===== src/rtl/tlb_xlate_pkg.sv =====
package tlb_xlate_pkg;
  localparam int FLAG_W = 4;
  localparam int FL_RD  = 0;
  localparam int FL_WR  = 1;
  localparam int FL_EX  = 2;
  localparam int FL_KO  = 3;

  typedef enum logic [1:0] {
    ACC_LOAD  = 2'b00,
    ACC_STORE = 2'b01,
    ACC_FETCH = 2'b10,
    ACC_RSVD  = 2'b11
  } acc_e;
endpackage


===== src/rtl/tlb_match.sv =====
module tlb_match #(
  parameter int WAYS  = 8,
  parameter int TAG_W = 18,
  parameter int WAY_W = $clog2(WAYS)
) (
  input  logic [WAYS-1:0]             valid_i,
  input  logic [WAYS-1:0][TAG_W-1:0]  tags_i,
  input  logic [TAG_W-1:0]            tag_i,
  output logic [WAYS-1:0]             match_o,
  output logic                        hit_o,
  output logic [WAY_W-1:0]            way_o
);
  for (genvar w = 0; w < WAYS; w++) begin : g_cmp
    assign match_o[w] = valid_i[w] && (tags_i[w] == tag_i);
  end

  always_comb begin
    way_o = '0;
    for (int w = 0; w < WAYS; w++) begin
      if (match_o[w]) way_o = WAY_W'(w);
    end
  end

  assign hit_o = |match_o;
endmodule


===== src/rtl/tlb_perm_chk.sv =====
module tlb_perm_chk
  import tlb_xlate_pkg::*;
(
  input  logic              hit_i,
  input  logic [1:0]        access_i,
  input  logic              user_i,
  input  logic [FLAG_W-1:0] flags_i,
  output logic              fault_o
);
  logic allowed;

  always_comb begin
    unique case (acc_e'(access_i))
      ACC_STORE: allowed = flags_i[FL_WR];
      ACC_FETCH: allowed = flags_i[FL_EX];
      default:   allowed = flags_i[FL_RD];
    endcase
    fault_o = hit_i && (!allowed || (user_i && flags_i[FL_KO]));
  end
endmodule


===== src/rtl/tlb_rr_ptr.sv =====
module tlb_rr_ptr #(
  parameter int SETS  = 2,
  parameter int WAYS  = 8,
  parameter int SET_W = $clog2(SETS),
  parameter int WAY_W = $clog2(WAYS)
) (
  input  logic                        clk_i,
  input  logic                        rst_ni,
  input  logic                        adv_i,
  input  logic [SET_W-1:0]            set_i,
  output logic [SETS-1:0][WAY_W-1:0]  ptr_o
);
  for (genvar s = 0; s < SETS; s++) begin : g_set
    always_ff @(posedge clk_i or negedge rst_ni) begin
      if (!rst_ni) begin
        ptr_o[s] <= '0;
      end else if (adv_i && (set_i == SET_W'(s))) begin
        ptr_o[s] <= (ptr_o[s] == WAY_W'(WAYS-1)) ? '0 : ptr_o[s] + 1'b1;
      end
    end
  end
endmodule


===== src/rtl/tlb_xlate.sv =====
module tlb_xlate
  import tlb_xlate_pkg::*;
#(
  parameter int VA_W   = 32,
  parameter int PA_W   = 28,
  parameter int PAGE_W = 13,
  parameter int WAYS   = 8,
  parameter int SETS   = 2,
  parameter int VPN_W  = VA_W - PAGE_W,
  parameter int PFN_W  = PA_W - PAGE_W
) (
  input  logic              clk_i,
  input  logic              rst_ni,
  input  logic              lookup_vld_i,
  input  logic [VPN_W-1:0]  lookup_vpn_i,
  input  logic [1:0]        access_i,
  input  logic              user_i,
  output logic              hit_o,
  output logic              miss_o,
  output logic              fault_o,
  output logic [PFN_W-1:0]  pfn_o,
  output logic [FLAG_W-1:0] flags_o,
  input  logic              fill_vld_i,
  input  logic [VPN_W-1:0]  fill_vpn_i,
  input  logic [PFN_W-1:0]  fill_pfn_i,
  input  logic [FLAG_W-1:0] fill_flags_i,
  input  logic              flush_i
);
  localparam int SET_W = $clog2(SETS);
  localparam int WAY_W = $clog2(WAYS);
  localparam int TAG_W = VPN_W - SET_W;

  logic [SETS-1:0][WAYS-1:0]              valid_q;
  logic [SETS-1:0][WAYS-1:0][TAG_W-1:0]   tag_q;
  logic [SETS-1:0][WAYS-1:0][PFN_W-1:0]   pfn_q;
  logic [SETS-1:0][WAYS-1:0][FLAG_W-1:0]  flags_q;

  // lookup path
  logic [SET_W-1:0] lk_set;
  logic [TAG_W-1:0] lk_tag;
  logic [WAYS-1:0]  lk_match;
  logic             lk_any;
  logic [WAY_W-1:0] lk_way;
  logic             lk_hit;
  logic             lk_fault;
  logic [FLAG_W-1:0] lk_flags;

  assign lk_set = lookup_vpn_i[SET_W-1:0];
  assign lk_tag = lookup_vpn_i[VPN_W-1:SET_W];

  tlb_match #(.WAYS(WAYS), .TAG_W(TAG_W)) u_lk_match (
    .valid_i (valid_q[lk_set]),
    .tags_i  (tag_q[lk_set]),
    .tag_i   (lk_tag),
    .match_o (lk_match),
    .hit_o   (lk_any),
    .way_o   (lk_way)
  );

  assign lk_hit   = lookup_vld_i && lk_any;
  assign lk_flags = lk_hit ? flags_q[lk_set][lk_way] : '0;

  tlb_perm_chk u_perm (
    .hit_i    (lk_hit),
    .access_i (access_i),
    .user_i   (user_i),
    .flags_i  (lk_flags),
    .fault_o  (lk_fault)
  );

  assign hit_o   = lk_hit;
  assign miss_o  = lookup_vld_i && !lk_any;
  assign fault_o = lk_fault;
  assign flags_o = lk_flags;
  assign pfn_o   = (lk_hit && !lk_fault) ? pfn_q[lk_set][lk_way] : '0;

  // fill path
  logic [SET_W-1:0]         fl_set;
  logic [TAG_W-1:0]         fl_tag;
  logic [WAYS-1:0]          fl_match;
  logic                     fl_present;
  logic [WAY_W-1:0]         fl_hit_way;
  logic [WAY_W-1:0]         fl_way;
  logic [SETS-1:0][WAY_W-1:0] rr_ptr;
  logic                     fl_do;

  assign fl_set = fill_vpn_i[SET_W-1:0];
  assign fl_tag = fill_vpn_i[VPN_W-1:SET_W];
  assign fl_do  = fill_vld_i && !flush_i;

  tlb_match #(.WAYS(WAYS), .TAG_W(TAG_W)) u_fl_match (
    .valid_i (valid_q[fl_set]),
    .tags_i  (tag_q[fl_set]),
    .tag_i   (fl_tag),
    .match_o (fl_match),
    .hit_o   (fl_present),
    .way_o   (fl_hit_way)
  );

  // reuse an existing way for a tag already held, else take the victim pointer
  assign fl_way = fl_present ? fl_hit_way : rr_ptr[fl_set];

  tlb_rr_ptr #(.SETS(SETS), .WAYS(WAYS)) u_rr (
    .clk_i  (clk_i),
    .rst_ni (rst_ni),
    .adv_i  (fl_do && !fl_present),
    .set_i  (fl_set),
    .ptr_o  (rr_ptr)
  );

  always_ff @(posedge clk_i or negedge rst_ni) begin
    if (!rst_ni) begin
      valid_q <= '0;
    end else if (flush_i) begin
      valid_q <= '0;
    end else if (fl_do) begin
      valid_q[fl_set][fl_way] <= 1'b1;
    end
  end

  always_ff @(posedge clk_i) begin
    if (fl_do) begin
      tag_q[fl_set][fl_way]   <= fl_tag;
      pfn_q[fl_set][fl_way]   <= fill_pfn_i;
      flags_q[fl_set][fl_way] <= fill_flags_i;
    end
  end
endmodule


===== config.mk =====
export PLATFORM = sky130hd
export DESIGN_NAME = tlb_xlate
export DESIGN_NICKNAME = d
export VERILOG_FILES = /design/src/rtl/tlb_xlate_pkg.sv /design/src/rtl/tlb_match.sv /design/src/rtl/tlb_perm_chk.sv /design/src/rtl/tlb_rr_ptr.sv /design/src/rtl/tlb_xlate.sv
export SDC_FILE = /design/constraint.sdc
export NUM_CORES = 1
export LEC_CHECK = 0
export CORE_MARGIN = 1.5
export CORE_UTILIZATION = 62
export DETAILED_ROUTE_END_ITERATION = 10
export DONT_BUFFER_PORTS = 1
export PLACE_DENSITY = 0.78
export SYNTH_ARGS = -nofsm -noshare
export SYNTH_HDL_FRONTEND = slang
export SYNTH_SLANG_ARGS = --single-unit

===== constraint.sdc =====
create_clock -name clk_i -period 5.4 [get_ports clk_i]
set_input_delay 0.54 -clock clk_i [delete_from_list [all_inputs] [get_ports clk_i]]
set_output_delay 0.54 -clock clk_i [all_outputs]
set_load 0.02 [all_outputs]

* Yosys cells after proc, flatten, opt, wreduce, memory -nomap -nowiden *
Index checks and enable logic that the tools add are counted.
W data, S select, Z words.

storage, ports and cells
  flip-flop bits (word level) = 614

cells by class
  equality and inequality tests = 20
  reduce and logical (&&, ||, !) cells = 36
  bitwise logic cells = 2
  magnitude comparators = 6
  add/sub/neg operators = 2
  muxes and demuxes = 59

operators with widths
  kind                 number
  $mux W144            5
  $mux W120            3
  $bwmux W288          1
  $eq A18 B18 Y1       16
  $bwmux W240          1
  $demux W144 S1       1
  $demux W120 S1       1
  $mux W32             3
  $bwmux W64           1
  $demux W18 S3        1
  $bmux W15 S3         1
  $demux W15 S3        1
  $mux W15             3
  $mux W8              5
  $mux W3              13
  $demux W32 S1        1
  $mux W16             2
  $logic_and A1 B1 Y1  27
  $mux W18             1
  $or A16 B16 Y16      1
  $reduce_or A8 Y1     2
  $bmux W4 S3          1
  $demux W4 S3         1
  $mux W4              3
  17 further kinds     30

* Logic depth before layout (Yosys ltp) *
  depth after elaboration = 21
  depth in mapped cells = 18
  gate-level depth less buffers = 12

* Cells and area by module *
Synthesis repeated with hierarchy kept, for this count alone.

second synthesis, totals
  cells, all modules = 1,776
  area total of the unflattened synthesis = 29,000.3 um^2

modules (own cells, without submodules)
  module        cells an instance  instances  seq. area each (um^2)  area each (um^2)
  tlb_xlate     1,303              1          18,177.4               24,776.3
  tlb_match     221                2          0.0                    1,924.3
  tlb_rr_ptr    21                 1          150.1                  301.5
  tlb_perm_chk  10                 1          0.0                    73.8

* Worst setup path before layout *
No wires, ideal clock.

  kind = input port to flip-flop
  from = input port fill_vpn_i[0]
  to = register flags_q[32] (netlist bit), enable pin
  path slack = 48 ps
  stages on the path = 14
  setup time = 433 ps
  required time = 4,967 ps
  arrival time = 4,919 ps
  cells stage by stage = clkbuf_1 buf_1 buf_1 mux2i_1 xnor2_1 nor4_1 nand4_1 or2_2 a21oi_1 o21bai_1 a21oi_1 mux2_2 nand2_1 nor2_1

RTL lines
  what                           line              RTL
  start, declared                tlb_xlate.sv:24   input logic [VPN_W-1:0] fill_vpn_i,
  end signal, assigned by index  tlb_xlate.sv:125  flags_q[fl_set][fl_way] <= fill_flags_i;
  end, declared                  tlb_xlate.sv:36   logic [SETS-1:0][WAYS-1:0][FLAG_W-1:0] flags_q;

* Worst setup path after layout *
  from = register tag_q[192] (netlist bit)
  to = output port pfn_o[13]

on the way
  cells in the longest elaborated chain, start to end = 20
  elaborated cells between the ends (all ways) = 25
  those cells by class = eq/ne: 1; mux: 15; reduce/logical: 9

ends and longest elaborated chain
  what                                             line                RTL
  start, declared                                  tlb_xlate.sv:34     logic [SETS-1:0][WAYS-1:0][TAG_W-1:0] tag_q;
  start signal, assigned by index                  tlb_xlate.sv:123    tag_q[fl_set][fl_way] <= fl_tag;
  $mux W144 (not written as such) * (2 in series)  tlb_xlate.sv:53     .tags_i (tag_q[lk_set]),
  $eq A18 B18 Y1 *                                 tlb_match.sv:14     assign match_o[w] = valid_i[w] && (tags_i[w] == tag_i);
  $logic_and A1 B1 Y1 *                            tlb_match.sv:14
  $mux W2 (2 in series)                            tlb_match.sv:20     if (match_o[w]) way_o = WAY_W'(w);
  $mux W3 (4 in series)                            tlb_match.sv:20
  $bmux W4 S3                                      tlb_xlate.sv:61     assign lk_flags = lk_hit ? flags_q[lk_set][lk_way] : '0;
  $mux W4 (not written as such)                    tlb_xlate.sv:61
  $mux W4                                          tlb_xlate.sv:61
  $pmux W1 S2                                      tlb_perm_chk.sv:13  unique case (acc_e'(access_i))
  $logic_not A1 Y1                                 tlb_perm_chk.sv:18  fault_o = hit_i && (!allowed || (user_i && flags_i[FL_KO]));
  $logic_or A1 B1 Y1                               tlb_perm_chk.sv:18
  $logic_and A1 B1 Y1                              tlb_perm_chk.sv:18
  $logic_not A1 Y1                                 tlb_xlate.sv:75     assign pfn_o = (lk_hit && !lk_fault) ? pfn_q[lk_set][lk_way] : '0;
  $logic_and A1 B1 Y1                              tlb_xlate.sv:75
  $mux W15 *                                       tlb_xlate.sv:75
  end, declared                                    tlb_xlate.sv:21     output logic [PFN_W-1:0] pfn_o,

Every way passes the cells marked *; elsewhere a longest branch is shown, timed or not. The select of a mux whose other input is x is not followed.

==> impl_metrics.yaml <==
clocking:
  post_cts_buffers: 0
  cts_max_level: 2
  numCtsBuffers: 61
  clkTransAtPathRegs_ns: 0.06
  cts_root_buffer: "clkbuf_16"
  insertion_delay_ns: 0.65
  cts_tree: "built"
  clk_path_buf_depth: 3
  clock-sinks: 614
layout:
  fin_nets: 2032
  area_growth_pct: 11.9
  final_util_pct: 69.9
  final_layout_size_suffix_gt1_share_pct: 12.9
yosys:
  synth_edf_count: 592
  ys_ff_latch: 614
  syn_nets: 1974
  synthDistinctLibCells: 71
  async_reset_ff_share_pct: 3.58
  synthesis.area_um2: 29000
  synth_area_per_cell_um2: 15.2
  yosysWarnings: 0
  ys_seq_area_share_pct: 63.3
  postSynthCellCount: 1903
  synthFlopType: "edfxtp_1"
setup_path:
  worstSetupPathType: "reg2out"
  crit_fanout: 16
  path_buf_inv: 2
  worstPathRequired_ns: 4.86
  cp_slowest_cell: "a2111oi_0"
  crit_family: "compound AO/OA/AOI/OAI gates"
  cpMostUsedCell: "mux2i_1"
  crit_path_end_kind: "output pin"
  startpoint_type: "flop"
  critPathMaxStageDelay_ns: 0.75
  crit_chain: "mux2i_1 -> xnor2_1 -> a2111oi_0 -> and3_1 -> and2_1 -> nor2_1 -> o21ai_1 -> mux4_2 -> mux2i_1 -> o32ai_2 -> a221oi_4 -> buf_6 -> o21a_1 -> buf_4"
  arrival_ns: 4.72
grt:
  grt_max_degree: 246
  grt_pass1_wl_um: 123000
  antenna_found_initial: 6
  grt_pass1_vias: 17900
  grt_usage_pct: 36.4
  grt.overflow.total: 0
die:
  rows: 79
  pin_count: 87
  initial_core_util_pct: 62.5
  coreArea_um2: 46400
  die_y_um: 219
  die_x_um: 219
  die_area_um2: 48000
placed_design:
  post-place-ws_ns: 0.542
  port_buffers: 0
  place_congestion: 0.878
  dp_hpwl_um: 46300
sta:
  worst_slew_pin_slew_ns: 1.17
  fin_setup_tns_ns: 0
  slew_headroom_pct: 22.1
  finalMaxSlewViolations: 0
  timing.final.crit_period_ns: 5.26
  period_share_pct: 97.4
  max_freq_mhz: 190
  layout_setup_ws_ns: 0.140
  fin_skew_ns: 0.0371
  rsz0062_at_grt: "false"
  hold_violations: 0
  finalSetupViolations: 0
detailed_routing:
  num_vias: 17900
  via_per_inst: 6.83
  routed-wl-met2_um: 40300
  detail-route-antenna-nets: 0
  wl_per_cell_um: 32.6
  routed_wl_um: 85500
  m1WireLength_um: 30900
  wl_met3_um: 9360
  route.top_layer_used: "met4"
  drc: 0
  dr.pass1.iters: 6
  drt_iter0_drc: 2021
power_and_ir_drop:
  p_per_area_nw_per_um2: 333
  ir_worst_vdd_v: 0.000334
  p_leak_nw: 11.2
  power_mw: 10.8
worst_hold_path:
  hp-class: "in2reg"
status:
  outcome: "finished, final reports clean"
flow_run:
  maxCapViolations: 0
worst reg2reg max path, cell delays in order (launching register included):
cell and delay (ns):
edfxtp_1 0.44, mux2i_1 0.18, xnor2_1 0.09, nor4_1 0.54
nand4_1 0.16, nor2_1 0.43, a41o_1 0.28, nor3_1 0.11
a21boi_0 0.41, nand2_1 0.36, nor2_4 0.69, buf_12 0.27
sequential cells by signal, indices dropped and copies added, names as in the netlist:
name / flops
tag_q: 288
flags_q: 64
u_rr.ptr_o: 6
pfn_q: 240
valid_q: 16
Yosys cell counts, types with 4 or more instances:
cell / number / share of area [%]
o211ai_1: 23 / 0.60
nor4_1: 47 / 1.0
ha_1: 6 / 0.26
nand4_1: 30 / 0.65
a21oi_1: 52 / 0.90
o21ai_0: 22 / 0.38
nand3_1: 22 / 0.38
o22ai_1: 5 / 0.11
o21a_1: 20 / 0.52
buf_1: 41 / 0.53
xnor2_1: 196 / 5.9
nor4b_1: 12 / 0.36
nor3_1: 13 / 0.22
and3_1: 5 / 0.11
nand2b_1: 7 / 0.15
mux2_2: 9 / 0.35
mux2i_1: 301 / 10
dfrtp_1: 22 / 1.9
clkbuf_1: 24 / 0.31
xor2_1: 78 / 2.4
nor2_1: 53 / 0.69
edfxtp_1: 592 / 61
nor2b_1: 4 / 0.086
inv_1: 25 / 0.32
a2111oi_0: 7 / 0.21
buf_4: 9 / 0.23
a21o_1: 18 / 0.47
a211oi_1: 6 / 0.16
nand4b_1: 4 / 0.12
mux4_2: 66 / 5.1
nand2_1: 94 / 1.2
buf_2: 23 / 0.40
or2_2: 6 / 0.13
stage by stage:
stage	hold WS [ns]	cells	cell area (µm²)
final	0.0143	2619	32400
after global routing	0.000440	2617	32400
after CTS	0.0000165	2617	32400
after detailed placement	0.245	2454	29800
after global placement	0.246	2454	29800
after floorplan	0.244	1903	29000
final cells by class:
class | instances | area [µm²]
Clock inverter | 43 | 477
Inverter | 28 | 105
Antenna cell | 2 | 5.00
Tap cell | 607 | 759
Timing Repair Buffer | 95 | 955
Sequential cell | 614 | 18300
Fill cell | 3012 | 13900
Clock buffer | 69 | 1580
Multi-Input combinational cell | 1161 | 10200
metal layers:
metal | GRT usage [%] | vias to the layer above
li1 | - | 7444
met1 | 47.1 | 9002
met2 | 58.4 | 1181
met3 | 7.69 | 257
met4 | 19.1 | 0
met5 | 0 | -
timing repair:
action / CTS / global route
hold endpoints to repair: 546 / 0
gates resized for setup: 0 / 3
setup endpoints to repair: 0 / 16
hold buffers: 51 / 0
worst paths after layout:
| kind | startpoint | cells past startpoint | end | slack [ns] |
|---|---|---|---|---|
| min in group asynchronous | rst_ni | 2 | valid_q[2]$_DFFE_PN0P_ | 0.42 |
| max | tag_q[192]$_DFFE_PP_ | 14 | pfn_o[13] | 0.14 |
| max in group asynchronous | rst_ni | 2 | valid_q[12]$_DFFE_PN0P_ | 4.78 |
| min | fill_vpn_i[9] | 0 | tag_q[26]$_DFFE_PP_ | 0.01 |
| max reg2reg | tag_q[22]$_DFFE_PP_ | 11 | pfn_q[39]$_DFFE_PP_ | 1.09 |
| min reg2reg | valid_q[10]$_DFFE_PN0P_ | 1 | valid_q[10]$_DFFE_PN0P_ | 0.50 |
cells in the final DEF (no fill, tap or decap), types with 18 or more instances in the layout:
cell type,n
a21o_1,18
a21oi_1,52
buf_4,35
clkbuf_16,61
dfrtp_1,22
dlygate4sd3_1,50
edfxtp_1,592
inv_1,25
mux2i_1,301
mux4_2,66
nand2_1,93
nand3_1,22
nand4_1,30
nor2_1,36
nor4_1,45
o211ai_1,23
o21a_1,20
o21ai_0,22
xnor2_1,196
xor2_1,78
kinds of logic after synthesis:
| group | share of synthesized area, % |
|---|---|
| adders and majority gates | 0.259 |
| xor gates and xnor gates | 8.29 |
| and+or+nand+nor | 5.81 |
| AOI/OAI and AO/OA | 4.54 |
| DFF | 63.3 |
| muxes | 15.9 |
| buffers and inverters | 1.95 |
power by group:
| part | switching [mW] | leakage, nW | internal [mW] |
|---|---|---|---|
| combinational | 0.557 | 4.57 | 0.393 |
| clock | 1.86 | 1.00 | 2.49 |
| sequential | 0.0767 | 5.63 | 5.42 |
| total | 2.49 | 11.2 | 8.30 |
Note: power is estimated with default switching activity, not from simulation.
